<file path="src/rtl/iqport_pkg.sv">
package iqport_pkg;
    typedef enum logic {
        PH_IQ   = 1'b0,
        PH_GAIN = 1'b1
    } phase_t;
endpackage

</file>
<file path="src/rtl/iqport_hold.sv">
module iqport_hold #(
    parameter int NUM_CH = 8,
    parameter int IQ_W   = 8,
    parameter int GAIN_W = 12
) (
    input  logic                     clk,
    input  logic                     rst,
    input  logic [NUM_CH-1:0]        vld,
    input  logic [NUM_CH*IQ_W-1:0]   din_i,
    input  logic [NUM_CH*IQ_W-1:0]   din_q,
    input  logic [NUM_CH*GAIN_W-1:0] din_g,
    input  logic [NUM_CH-1:0]        take,
    output logic [NUM_CH-1:0]        pend,
    output logic [NUM_CH-1:0]        ovf,
    output logic [NUM_CH*IQ_W-1:0]   hold_i,
    output logic [NUM_CH*IQ_W-1:0]   hold_q,
    output logic [NUM_CH*GAIN_W-1:0] hold_g
);
    typedef struct packed {
        logic              pend;
        logic              ovf;
        logic [IQ_W-1:0]   i;
        logic [IQ_W-1:0]   q;
        logic [GAIN_W-1:0] g;
    } slot_t;

    for (genvar c = 0; c < NUM_CH; c++) begin : g_slot
        slot_t slot_d, slot_q;

        always_comb begin
            slot_d = slot_q;
            if (take[c]) slot_d.pend = 1'b0;
            if (vld[c]) begin
                slot_d.pend = 1'b1;
                slot_d.i    = din_i[c*IQ_W +: IQ_W];
                slot_d.q    = din_q[c*IQ_W +: IQ_W];
                slot_d.g    = din_g[c*GAIN_W +: GAIN_W];
                if (slot_q.pend && !take[c]) slot_d.ovf = 1'b1;
            end
        end

        always_ff @(posedge clk) begin
            if (rst) slot_q <= '0;
            else     slot_q <= slot_d;
        end

        assign pend[c]                   = slot_q.pend;
        assign ovf[c]                    = slot_q.ovf;
        assign hold_i[c*IQ_W +: IQ_W]     = slot_q.i;
        assign hold_q[c*IQ_W +: IQ_W]     = slot_q.q;
        assign hold_g[c*GAIN_W +: GAIN_W] = slot_q.g;

        a_r8_ovf_sticky: assert property (@(posedge clk) disable iff (rst)
            slot_q.ovf |=> slot_q.ovf);
        a_r3_strobe_pends: assert property (@(posedge clk) disable iff (rst)
            vld[c] |=> slot_q.pend);
    end
endmodule

</file>
<file path="src/rtl/iqport_pick.sv">
module iqport_pick #(
    parameter int NUM_CH = 8,
    localparam int CH_W  = (NUM_CH > 1) ? $clog2(NUM_CH) : 1
) (
    input  logic [NUM_CH-1:0] pend,
    output logic [NUM_CH-1:0] gnt,
    output logic [CH_W-1:0]   idx,
    output logic              any
);
    always_comb begin
        idx = '0;
        any = |pend;
        for (int c = NUM_CH - 1; c >= 0; c--) begin
            if (pend[c]) idx = CH_W'(c);
        end
        gnt = any ? (NUM_CH'(1) << idx) : '0;
    end
endmodule

</file>
<file path="src/rtl/iqport_top.sv">
module iqport_top
    import iqport_pkg::*;
#(
    parameter int NUM_CH = 8,
    parameter int IQ_W   = 8,
    parameter int GAIN_W = 12,
    localparam int BUS_W = 2 * IQ_W,
    localparam int CH_W  = (NUM_CH > 1) ? $clog2(NUM_CH) : 1
) (
    input  logic                     clk,
    input  logic                     rst,
    input  logic [NUM_CH-1:0]        smp_vld,
    input  logic [NUM_CH*IQ_W-1:0]   smp_i,
    input  logic [NUM_CH*IQ_W-1:0]   smp_q,
    input  logic [NUM_CH*GAIN_W-1:0] smp_gain,
    input  logic                     gain_en,
    input  logic                     ack,
    output logic                     req,
    output logic [BUS_W-1:0]         bus_data,
    output logic [CH_W-1:0]          bus_ch,
    output logic                     bus_iq,
    output logic                     bus_gain,
    output logic [NUM_CH-1:0]        ovf_flag
);
    typedef struct packed {
        phase_t            phase;
        logic [BUS_W-1:0]  data;
        logic [CH_W-1:0]   ch;
        logic              iq;
        logic              gain;
        logic [CH_W-1:0]   gch;
        logic [GAIN_W-1:0] gval;
    } st_t;

    st_t st_d, st_q;

    logic [NUM_CH-1:0]        take, pend, gnt;
    logic [NUM_CH*IQ_W-1:0]   hold_i, hold_q;
    logic [NUM_CH*GAIN_W-1:0] hold_g;
    logic [CH_W-1:0]          idx;
    logic                     any;

    iqport_hold #(.NUM_CH(NUM_CH), .IQ_W(IQ_W), .GAIN_W(GAIN_W)) u_hold (
        .clk(clk), .rst(rst), .vld(smp_vld),
        .din_i(smp_i), .din_q(smp_q), .din_g(smp_gain),
        .take(take), .pend(pend), .ovf(ovf_flag),
        .hold_i(hold_i), .hold_q(hold_q), .hold_g(hold_g)
    );

    iqport_pick #(.NUM_CH(NUM_CH)) u_pick (
        .pend(pend), .gnt(gnt), .idx(idx), .any(any)
    );

    always_comb begin
        st_d      = st_q;
        st_d.data = '0;
        st_d.ch   = '0;
        st_d.iq   = 1'b0;
        st_d.gain = 1'b0;
        take      = '0;
        if (ack) begin
            if (st_q.phase == PH_GAIN) begin
                st_d.data  = {{(BUS_W-GAIN_W){1'b0}}, st_q.gval};
                st_d.ch    = st_q.gch;
                st_d.gain  = 1'b1;
                st_d.phase = PH_IQ;
            end else if (any) begin
                st_d.data = {hold_i[idx*IQ_W +: IQ_W], hold_q[idx*IQ_W +: IQ_W]};
                st_d.ch   = idx;
                st_d.iq   = 1'b1;
                take      = gnt;
                if (gain_en) begin
                    st_d.phase = PH_GAIN;
                    st_d.gch   = idx;
                    st_d.gval  = hold_g[idx*GAIN_W +: GAIN_W];
                end
            end
        end
    end

    always_ff @(posedge clk) begin
        if (rst) st_q <= '0;
        else     st_q <= st_d;
    end

    assign req      = any || (st_q.phase == PH_GAIN);
    assign bus_data = st_q.data;
    assign bus_ch   = st_q.ch;
    assign bus_iq   = st_q.iq;
    assign bus_gain = st_q.gain;

    a_r3_word_after_ack: assert property (@(posedge clk) disable iff (rst)
        (bus_iq || bus_gain) |-> $past(ack));
    a_r5_flags_exclusive: assert property (@(posedge clk) disable iff (rst)
        !(bus_iq && bus_gain));
    a_r5_gain_upper_zero: assert property (@(posedge clk) disable iff (rst)
        bus_gain |-> (bus_data[BUS_W-1:GAIN_W] == '0));
    a_r7_req_held: assert property (@(posedge clk) disable iff (rst)
        (req && !ack) |=> req);
    a_r9_idle_zero: assert property (@(posedge clk) disable iff (rst)
        !(bus_iq || bus_gain) |-> (bus_data == '0 && bus_ch == '0));
    a_r4_take_onehot: assert property (@(posedge clk) disable iff (rst)
        $onehot0(take));
endmodule

</file>
<file path="config.mk">
export PLATFORM = sky130hd
export DESIGN_NAME = iqport_top
export DESIGN_NICKNAME = d
export VERILOG_FILES = /design/src/rtl/iqport_pkg.sv /design/src/rtl/iqport_hold.sv /design/src/rtl/iqport_pick.sv /design/src/rtl/iqport_top.sv
export SDC_FILE = /design/constraint.sdc
export NUM_CORES = 1
export LEC_CHECK = 0
export ABC_AREA = 1
export BUFFER_PORTS_ARGS = -buffer_cell sky130_fd_sc_hd__buf_2
export CORE_MARGIN = 5
export CORE_UTILIZATION = 30
export CTS_BUF_LIST = sky130_fd_sc_hd__clkbuf_2
export DETAILED_ROUTE_END_ITERATION = 10
export REMOVE_ABC_BUFFERS = 1
export SYNTH_ARGS = -nofsm -noshare
export SYNTH_HDL_FRONTEND = slang
export SYNTH_HIERARCHICAL = 1
export SYNTH_SLANG_ARGS = --single-unit
</file>
<file path="constraint.sdc">
create_clock -name clk -period 2.3 [get_ports clk]
set_input_delay 0.23 -clock clk [delete_from_list [all_inputs] [get_ports clk]]
set_output_delay 0.23 -clock clk [all_outputs]
set_load 0.02 [all_outputs]
</file>
==> flow_summary.yaml, run 1 <==
clocking:
  root_buffer: "clkbuf_2"
  ctsResizeCount: 15
  cts.sinks: 277
  clk_path_buf_depth: 3
  cts_buffers: 79
  hold_buffers: 539
  htree_levels: 3
  post_cts_buffers: 7
placement:
  port_buffers: 265
  gp_congestion: 0.8445
  hpwl_mm: 29.94
synth:
  yosys.area_share.simple_pct: 27.09
  synthTopCellsByArea: "dfxtp_1 42%, nand2_1 19%, a21oi_2 11%"
  synthesis.area_sq_mm: 0.01311
  synth_compound_area_share_pct: 18.14
  synthCells: 1801
  yosysWarnings: 6
  syn_area_per_cell_sq_um: 7.278
  ys_seq_area_share_pct: 42.31
  synth_top_family_by_area: "simple AND/OR/NAND/NOR gates"
  synth_cell_types: 27
  yosysTopAreaCell: "dfxtp_1"
  synthAdderAreaFrac_pct: 0
  synthMuxAreaShare_pct: 0
  synth_xor_area_share_pct: 0
  yosysTopAreaCellShare_pct: 42.31
  ys_ff_latch: 277
floorplanning:
  pin_count: 266
  die_y_um: 219.0
  start_util_pct: 30.36
  die_w_um: 219.0
  rows: 76
outcome:
  error: "[ERROR RSZ-0060] Max buffer count reached."
  haltStage: "clock tree synthesis (4_1_cts)"
  status: "stopped before the end"
metrics by stage:
step	hold slack (ns)	cells	area (sq um)	worst slack [ns]
after detailed placement	0.4407	2538	14450	0.2783
after floorplan	0.2924	1663	12100	-1.803
after global placement	0.4419	2538	14450	0.2930
cell usage after synthesis:
cell and count:
dfxtp_1 277, or2_1 1, o21ai_1 24, buf_2 41, nor2_2 4, nand2_1 671
nand3_1 83, buf_1 3, nor2_8 1, nor3_4 1, inv_1 142, clkbuf_1 14
nor3_2 3, buf_8 1, bufinv_8 1, o22ai_1 21, nor2_4 1, a21oi_2 165
nand3_2 2, o21ai_0 59, nor2_1 90, inv_2 20, nand2_2 15, buf_4 44
a21oi_1 77, buf_6 35, nand2_4 5
kinds of logic after synthesis:
family / Yosys count
buf+inv: 301
flops: 277
simple gates: 877
compound gates: 346
==> run 2: changes to the inputs <==
- CORE_UTILIZATION: 30 -> 20
- CTS_BUF_LIST: sky130_fd_sc_hd__clkbuf_2 -> default
- PLACE_DENSITY_LB_ADDON: default -> 0.15
==> flow_summary.yaml, run 2 <==
timing:
  tightest_slew_ns: 1.084
  tns_ns: 0
  relSlewSlack_pct: 27.75
  finalCritPeriodShare_pct: 92.32
  hold_violations: 0
  max_freq_ghz: 0.4709
  setup_ws_ns: 0.1766
  holdWs_ns: 0.03752
  slew_viol_final: 0
  setup_viol: 0
  finClkSkew_ns: 0.01661
  rsz0062_at_grt: "no"
  layout_min_cycle_time_ns: 2.123
finish:
  fin_util_pct: 28.40
  final_cell_mix: "671 x nand2_1, 277 x dfxtp_1, 264 x buf_2"
  area_growth_pct: 40.16
  drive_gt1_share_pct: 25.41
  nNetsFinal: 2453
  final_common_cell: "nand2_1"
  largest_reg_flops: 96
drt:
  first_iter_violations: 606
  avgRoutedWirePerCell_um: 17.16
  wl_mm: 53.17
  vias: 12680
  first_pass_iters: 5
  viasPerCell: 4.092
  ant_nets: 0
  post-route-drc-count: 0
power_and_ir_drop:
  swShare_pct: 28.84
  vdd_drop_max_uv: 417.8
  pwr-share-comb_pct: 18.0
  powerDensity_mw_per_mm2: 745.4
  power_frac_seq_pct: 38.2
  p_switching_mw: 3.950
  power_frac_clock_pct: 43.8
  p_leak_nw: 7.801
  intPower_mw: 9.745
setup_path:
  crit_arrival_ns: 1.89
  cp.required_ns: 2.07
  worstSetupStartpointType: "flop"
  crit_type: "reg2out"
  critPathMaxFanout: 4
  worstSetupEndpointType: "primary output"
synth:
  ys_seq_area_share_pct: 42.31
  synthCells: 1801
  synth_cell_types: 27
  syn_area_per_cell_sq_um: 7.278
  yosysMostFrequentCell: "nand2_1"
  yosysTopAreaCell: "dfxtp_1"
  ys_ff_latch: 277
  async_flop_share_pct: 0
  synthTopCellsByCount: "671 x nand2_1, 277 x dfxtp_1, 165 x a21oi_2"
  synthTopCellsByArea: "dfxtp_1 42%, nand2_1 19%, a21oi_2 11%"
  yosysWarnings: 6
  synth_edf_count: 0
  synthesis.area_sq_mm: 0.01311
  yosysTopAreaCellShare_pct: 42.31
  synth-main-ff-cell: "dfxtp_1"
clocking:
  cts_buffers: 38
  htree_levels: 2
  clk_path_buf_depth: 3
  clk_latency_ns: 0.55
  clk_pin_slew_ns: 0.06
  root_buffer: "clkbuf_16"
  cts.sinks: 277
  cts_tree: "done"
placement:
  port_buffers: 265
  dp_slack_ns: 0.03110
  hpwl_mm: 35.44
  gp_congestion: 0.7774
floorplanning:
  die_y_um: 266.0
  pin_count: 266
  die_w_um: 266.0
  coreArea_sq_mm: 0.06470
  rows: 93
  start_util_pct: 20.26
  dieArea_sq_mm: 0.07076
global_route:
  grt_pass1_vias: 13150
  grt_pass1_wl_mm: 79.20
  antenna_found_initial: 0
  grt_max_degree: 131
  grt-ovfl-total: 0
  track_usage_pct: 14.40
outcome:
  status: "complete, no violations"
min_path:
  hold_class: "in2reg"
job:
  max_cap_violations: 0
==> run 2: cell counts after synthesis <==
No cell type changed its count.
==> run 2: logic make-up (layout without fill, tap and decap cells) <==
family                 count (synthesis)  after routing  share of synthesized area [%]
and+or+nand+nor                      877            877                          27.09
buffers and inverters                301            743                          12.47
other                                  0              1                              0
AOI/OAI and AO/OA                    346            346                          18.14
DFF                                  277            277                          42.31
==> run 2: per-stage QoR <==
step / power (mW) / cells / instance area, sq um
after floorplan: 6.423 / 1663 / 12100
after global routing: 14.41 / 3098 / 18370
final: 13.69 / 3099 / 18370
after CTS: 13.97 / 3097 / 18330
after detailed placement: 7.524 / 2806 / 14820
after global placement: 7.520 / 2806 / 14820
==> run 2: power groups by stage <==
stage	combinational [mW]	sequential, mW	clock [mW]
2_1_floorplan	1.09	5.33	0
3_3_place_gp	2.19	5.33	0
3_5_place_dp	2.20	5.33	0
4_1_cts	2.50	5.23	6.24
5_1_grt	2.74	5.26	6.41
6_report	2.47	5.23	6.00
==> run 2: path summary, 6_finish.rpt <==
kind / cells past startpoint / from / slack, ns / to
min reg2reg: 2 / u_hold/ovf[3] / 0.45 / u_hold/ovf[3]
max: 6 / u_hold/pend[1] / 0.18 / req
min: 3 / smp_vld[3] / 0.04 / u_hold/hold_i[31]
max reg2reg: 16 / u_hold/pend[7] / 0.20 / st_q[0]
==> run 2: timing repair <==
| action | 4_1_cts | 5_1_grt |
|---|---|---|
| buffers inserted | 0 | 0 |
| resized for setup | 0 | 7 |
| endpoints found under the setup margin | 0 | 5 |
| hold buffers | 225 | 0 |
| endpoints found under the hold margin | 225 | 0 |
==> run 2: worst max-delay path, stage by stage, from the launching register on <==
cell and delay (ns):
dfxtp_1 0.34, nor2_2 0.14, nand3_1 0.14, or2_1 0.28, inv_1 0.16, nand2_1 0.11, buf_2 0.17
==> run 2: area by class of cell <==
type / instances / area (sq um)
Fill cell: 7208 / 46330
Tap cell: 855 / 1070
Sequential cell: 277 / 5545
Clock buffer: 53 / 1141
Multi-Input combinational cell: 1223 / 5932
Antenna cell: 1 / 2.502
Timing Repair Buffer: 514 / 3931
Inverter: 163 / 631.9
Clock inverter: 13 / 117.6
==> run 2: per-layer routing <==
metal / vias up / wire length, um / global-route usage (%)
met3: 49 / 1873 / 2.050
met2: 246 / 25370 / 24.54
li1: 6456 / - / -
met4: 0 / 772 / 3.242
met5: - / 0 / 0
met1: 5929 / 25160 / 19.42
Power figures use the tool's default switching activity.
==> run 3: changes to the inputs <==
- GPL_TIMING_DRIVEN: default -> 0
- RECOVER_POWER: default -> 50
==> flow_summary.yaml, run 3 (synthesized netlist as in run 2, its figures left out) <==
timing:
  tns_ns: 0
  finClkSkew_ns: 0.01826
  max_freq_ghz: 0.4628
  holdWs_ns: 0.1562
  slew_viol_final: 0
  rsz0062_at_grt: "no"
  setup_viol: 0
  tightest_slew_ns: 1.431
  relSlewSlack_pct: 4.463
  layout_min_cycle_time_ns: 2.161
  setup_ws_ns: 0.1393
  hold_violations: 0
  finalCritPeriodShare_pct: 93.94
clocking:
  clk_pin_slew_ns: 0.06
  htree_levels: 2
  clk_latency_ns: 0.55
  cts_tree: "done"
  cts_buffers: 38
  cts.sinks: 277
  root_buffer: "clkbuf_16"
  clk_path_buf_depth: 3
drt:
  vias: 12790
  post-route-drc-count: 0
  wl_mm: 57.38
  ant_nets: 0
  first_iter_violations: 474
  viasPerCell: 4.123
  first_pass_iters: 5
  avgRoutedWirePerCell_um: 18.49
outcome:
  status: "complete, no violations"
job:
  max_cap_violations: 0
global_route:
  grt_pass1_vias: 13140
  grt-ovfl-total: 0
  track_usage_pct: 15.29
  antenna_found_initial: 2
  grt_max_degree: 96
  grt_pass1_wl_mm: 82.58
finish:
  drive_gt1_share_pct: 22.24
  nNetsFinal: 2456
  final_common_cell: "nand2_1"
  area_growth_pct: 40.33
  diodes: 0
  final_cell_mix: "667 x nand2_1, 274 x dfxtp_1, 232 x buf_2"
  fin_util_pct: 28.43
  largest_reg_flops: 96
setup_path:
  worstSetupEndpointType: "flop"
  worstSetupStartpointType: "flop"
  critPathMaxFanout: 47
  crit_arrival_ns: 2.66
  crit_type: "reg2reg"
  cp.required_ns: 2.80
power_and_ir_drop:
  p_leak_nw: 7.810
  powerDensity_mw_per_mm2: 753.7
  vdd_drop_max_uv: 409.0
placement:
  gp_congestion: 0.7180
  dp_slack_ns: -1.094
  port_buffers: 265
  hpwl_mm: 33.35
floorplanning:
  die_w_um: 266.0
  start_util_pct: 20.26
  coreArea_sq_mm: 0.06470
  rows: 93
  pin_count: 266
  dieArea_sq_mm: 0.07076
  die_y_um: 266.0
min_path:
  hold_class: "in2reg"
[run 3: cell types whose count changed in the layout (fill, tap and decap cells not counted), sizes merged]
cell and delta:
buf -41, bufbuf +2, bufinv -1, clkbuf +37, clkinv +3, diode -1, inv +5
[run 3: power breakdown]
part	internal [mW]	leakage, nW	switching, mW
registers	5.08	2.28	0.137
clock network	3.51	0.618	2.39
logic	1.07	4.91	1.67
[run 3: area by class of cell]
type                       instances  area, sq um
sequential                       277         5549
tap                              855         1070
inverter                         163        710.7
multi-input combinational       1223         5779
timing repair buffer             512         4000
clock buffer                      53         1119
fill                            7196        46300
clock inverter                    15        117.6
timing repair inverter             5        48.80
[run 3: worst max-delay path, stage by stage, from the launching register on]
cell	delay [ns]
dfxtp_1	0.36
nor2_1	0.08
o21ai_1	0.14
nand3_2	0.13
nand2_4	0.17
inv_16	0.12
inv_16	0.20
buf_16	0.20
o21ai_1	0.09
o22ai_1	0.37
nand2_1	0.09
nand3_1	0.08
[run 3: per-stage QoR]
step | total power [mW] | std cells | cell area, sq um
2_1_floorplan | 6.423 | 1663 | 12100
3_3_place_gp | 7.585 | 2783 | 14500
3_5_place_dp | 7.516 | 2788 | 14650
4_1_cts | 14.09 | 3094 | 18410
5_1_grt | 14.62 | 3103 | 18390
6_report | 13.86 | 3103 | 18390
[run 3: final timing paths]
path / start / endpoint / slack [ns] / cells after the start
worst min register to register: u_hold/ovf[4] / u_hold/ovf[4] / 0.45 / 2
worst max-delay path: u_hold/pend[4] / bus_data[0] / 0.14 / 11
worst max register to register: u_hold/pend[4] / bus_data[0] / 0.14 / 11
worst min-delay path: rst / u_hold/hold_g[8] / 0.16 / 2
[run 3: metal layers]
layer	vias to the layer above	GRT usage, %	wire, um
met5	-	0	0
met4	0	3.520	1222
met3	68	2.235	2051
met2	244	26.32	27310
met1	6020	20.33	26790
li1	6461	-	-
[run 3: what timing repair did]
item,CTS,global route
buffers inserted,5,3
pin swaps,2,3
hold buffers,225,0
endpoints found under the setup margin,37,28
hold endpoints to repair,225,0
resized for setup,31,19
gates cloned,8,7
==> run 4: changes to the inputs <==
- CELL_PAD_IN_SITES_DETAIL_PLACEMENT: default -> 0
- CELL_PAD_IN_SITES_GLOBAL_PLACEMENT: default -> 1
- PLACE_DENSITY: default -> 0.56
- PLACE_DENSITY_LB_ADDON: 0.15 -> default
==> flow_summary.yaml, run 4 (synthesized netlist as in run 2, its figures left out) <==
clocking:
  clk_pin_slew_ns: 0.06
  cts_buffers: 38
  cts_tree: "done"
  htree_levels: 2
  clk_path_buf_depth: 3
  root_buffer: "clkbuf_16"
  cts.sinks: 277
  clk_latency_ns: 0.54
timing:
  slew_viol_final: 0
  finalCritPeriodShare_pct: 92.12
  layout_min_cycle_time_ns: 2.119
  tns_ns: 0
  hold_violations: 0
  setup_viol: 0
  finClkSkew_ns: 0.01376
  tightest_slew_ns: 1.392
  rsz0062_at_grt: "no"
  relSlewSlack_pct: 7.102
  holdWs_ns: 0.06654
  max_freq_ghz: 0.4720
setup_path:
  worstSetupEndpointType: "flop"
  crit_buf_inv: 5
  path_cells: "inv_1 > nand2_1 > nand2_1 > nand2_1 > nand2_2 > nand2_4 > nand2_4 > nand2_8 > clkinv_16 > clkinv_16 > buf_16 > buf_4 > o21ai_1 > o21ai_2 > nand2_1 > nand3_1"
  worstSetupStartpointType: "flop"
  crit_type: "reg2reg"
  crit_slowest_cell: "dfxtp_2"
  worstReg2RegEnd: "bus_data[5]"
  cp_top_family: "simple AND/OR/NAND/NOR gates"
  crit_arrival_ns: 2.60
  ff2ff_setup_slack_ns: 0.18
  critPathMaxFanout: 16
  crit_top_cell: "nand2_1"
  worstRegToRegCells: 16
  slowest_delay_ns: 0.35
  cp.required_ns: 2.78
  r2r_start: "u_hold/pend[6]"
placement:
  gp_congestion: 0.7665
  placed_area_sq_mm: 0.01464
  port_buffers: 265
  hpwl_mm: 32.96
finish:
  nNetsFinal: 2443
  largest_reg_flops: 96
  diodes: 0
  final_cell_mix: "671 x nand2_1, 276 x dfxtp_1, 234 x buf_2"
  final_area_sq_mm: 0.01828
  final_common_cell: "nand2_1"
  fin_util_pct: 28.25
  area_growth_pct: 39.45
  drive_gt1_share_pct: 21.80
power_and_ir_drop:
  powerDensity_mw_per_mm2: 768.8
  power_mw: 14.05
  vdd_drop_max_uv: 385.5
  p_leak_nw: 7.726
drt:
  first_iter_violations: 548
  wl_mm: 53.83
  first_pass_iters: 5
  avgRoutedWirePerCell_um: 17.42
  vias: 12760
  post-route-drc-count: 0
  viasPerCell: 4.132
  ant_nets: 0
floorplanning:
  die_w_um: 266.0
  start_util_pct: 20.26
  pin_count: 266
  rows: 93
  dieArea_sq_mm: 0.07076
  die_y_um: 266.0
  coreArea_sq_mm: 0.06470
job:
  max_cap_violations: 0
min_path:
  hold_class: "in2reg"
  holdPathEnd: "u_hold/hold_i[26]"
  hold_path_depth: 3
  min-delay-start: "smp_i[26]"
global_route:
  grt_max_degree: 98
  antenna_found_initial: 2
  grt-ovfl-total: 0
  grt_pass1_vias: 12890
  track_usage_pct: 14.13
  grt_pass1_wl_mm: 77.54
outcome:
  status: "complete, no violations"
## run 4: cell type report
class / instances / area (sq um)
Clock buffer: 56 / 1162
Clock inverter: 11 / 167.7
Fill cell: 7106 / 46420
Inverter: 163 / 710.7
Multi-Input combinational cell: 1223 / 5801
Sequential cell: 277 / 5547
Tap cell: 855 / 1070
Timing Repair Buffer: 500 / 3779
Timing Repair inverter: 4 / 42.54
## run 4: timing repair
item | in CTS | in global routing
hold endpoints to repair | 224 | 0
hold buffers | 224 | 0
pin swaps | 0 | 1
buffers inserted | 0 | 3
cloned | 2 | 5
setup endpoints to repair | 37 | 25
gates resized for setup | 26 | 11
## run 4: stage by stage
step,setup WS (ns),std cells
floorplan,-1.803,1663
global placement,-6.088,2783
detailed placement,-1.074,2788
CTS,0.02409,3081
global route,0.007392,3089
finish,0.1813,3089
## run 4: worst min-delay path, cell delays in order
cell and delay, ns:
buf_2 0.10, nand2_1 0.14, a21oi_2 0.08
## run 4: report_power, final
group / internal [mW] / switching [mW] / leakage [nW]
Sequential: 5.08 / 0.139 / 2.28
Clock: 3.94 / 2.34 / 0.648
Combinational: 0.982 / 1.57 / 4.80
Total: 10.0 / 4.04 / 7.73
## run 4: how the worst max path moves through the flow
stage / startpoint / slack (ns) / end / cells past startpoint
after global placement: u_hold/pend[7] / -6.09 / bus_data[4] / 13
final: u_hold/pend[6] / 0.18 / bus_data[5] / 16
after global routing: u_hold/pend[4] / 0.007 / bus_data[15] / 11
after detailed placement: u_hold/pend[4] / -1.07 / bus_data[4] / 12
after floorplan: u_hold/pend[7] / -1.80 / bus_data[8] / 13
after CTS: u_hold/pend[4] / 0.02 / bus_data[5] / 11
## run 4: routing by layer
metal | vias to the layer above | GRT usage, % | routed length [um]
li1 | 6440 | - | -
met5 | - | 0 | 13
met4 | 2 | 3.479 | 1009
met3 | 70 | 2.235 | 1945
met2 | 242 | 23.58 | 25430
met1 | 6009 | 19.21 | 25420
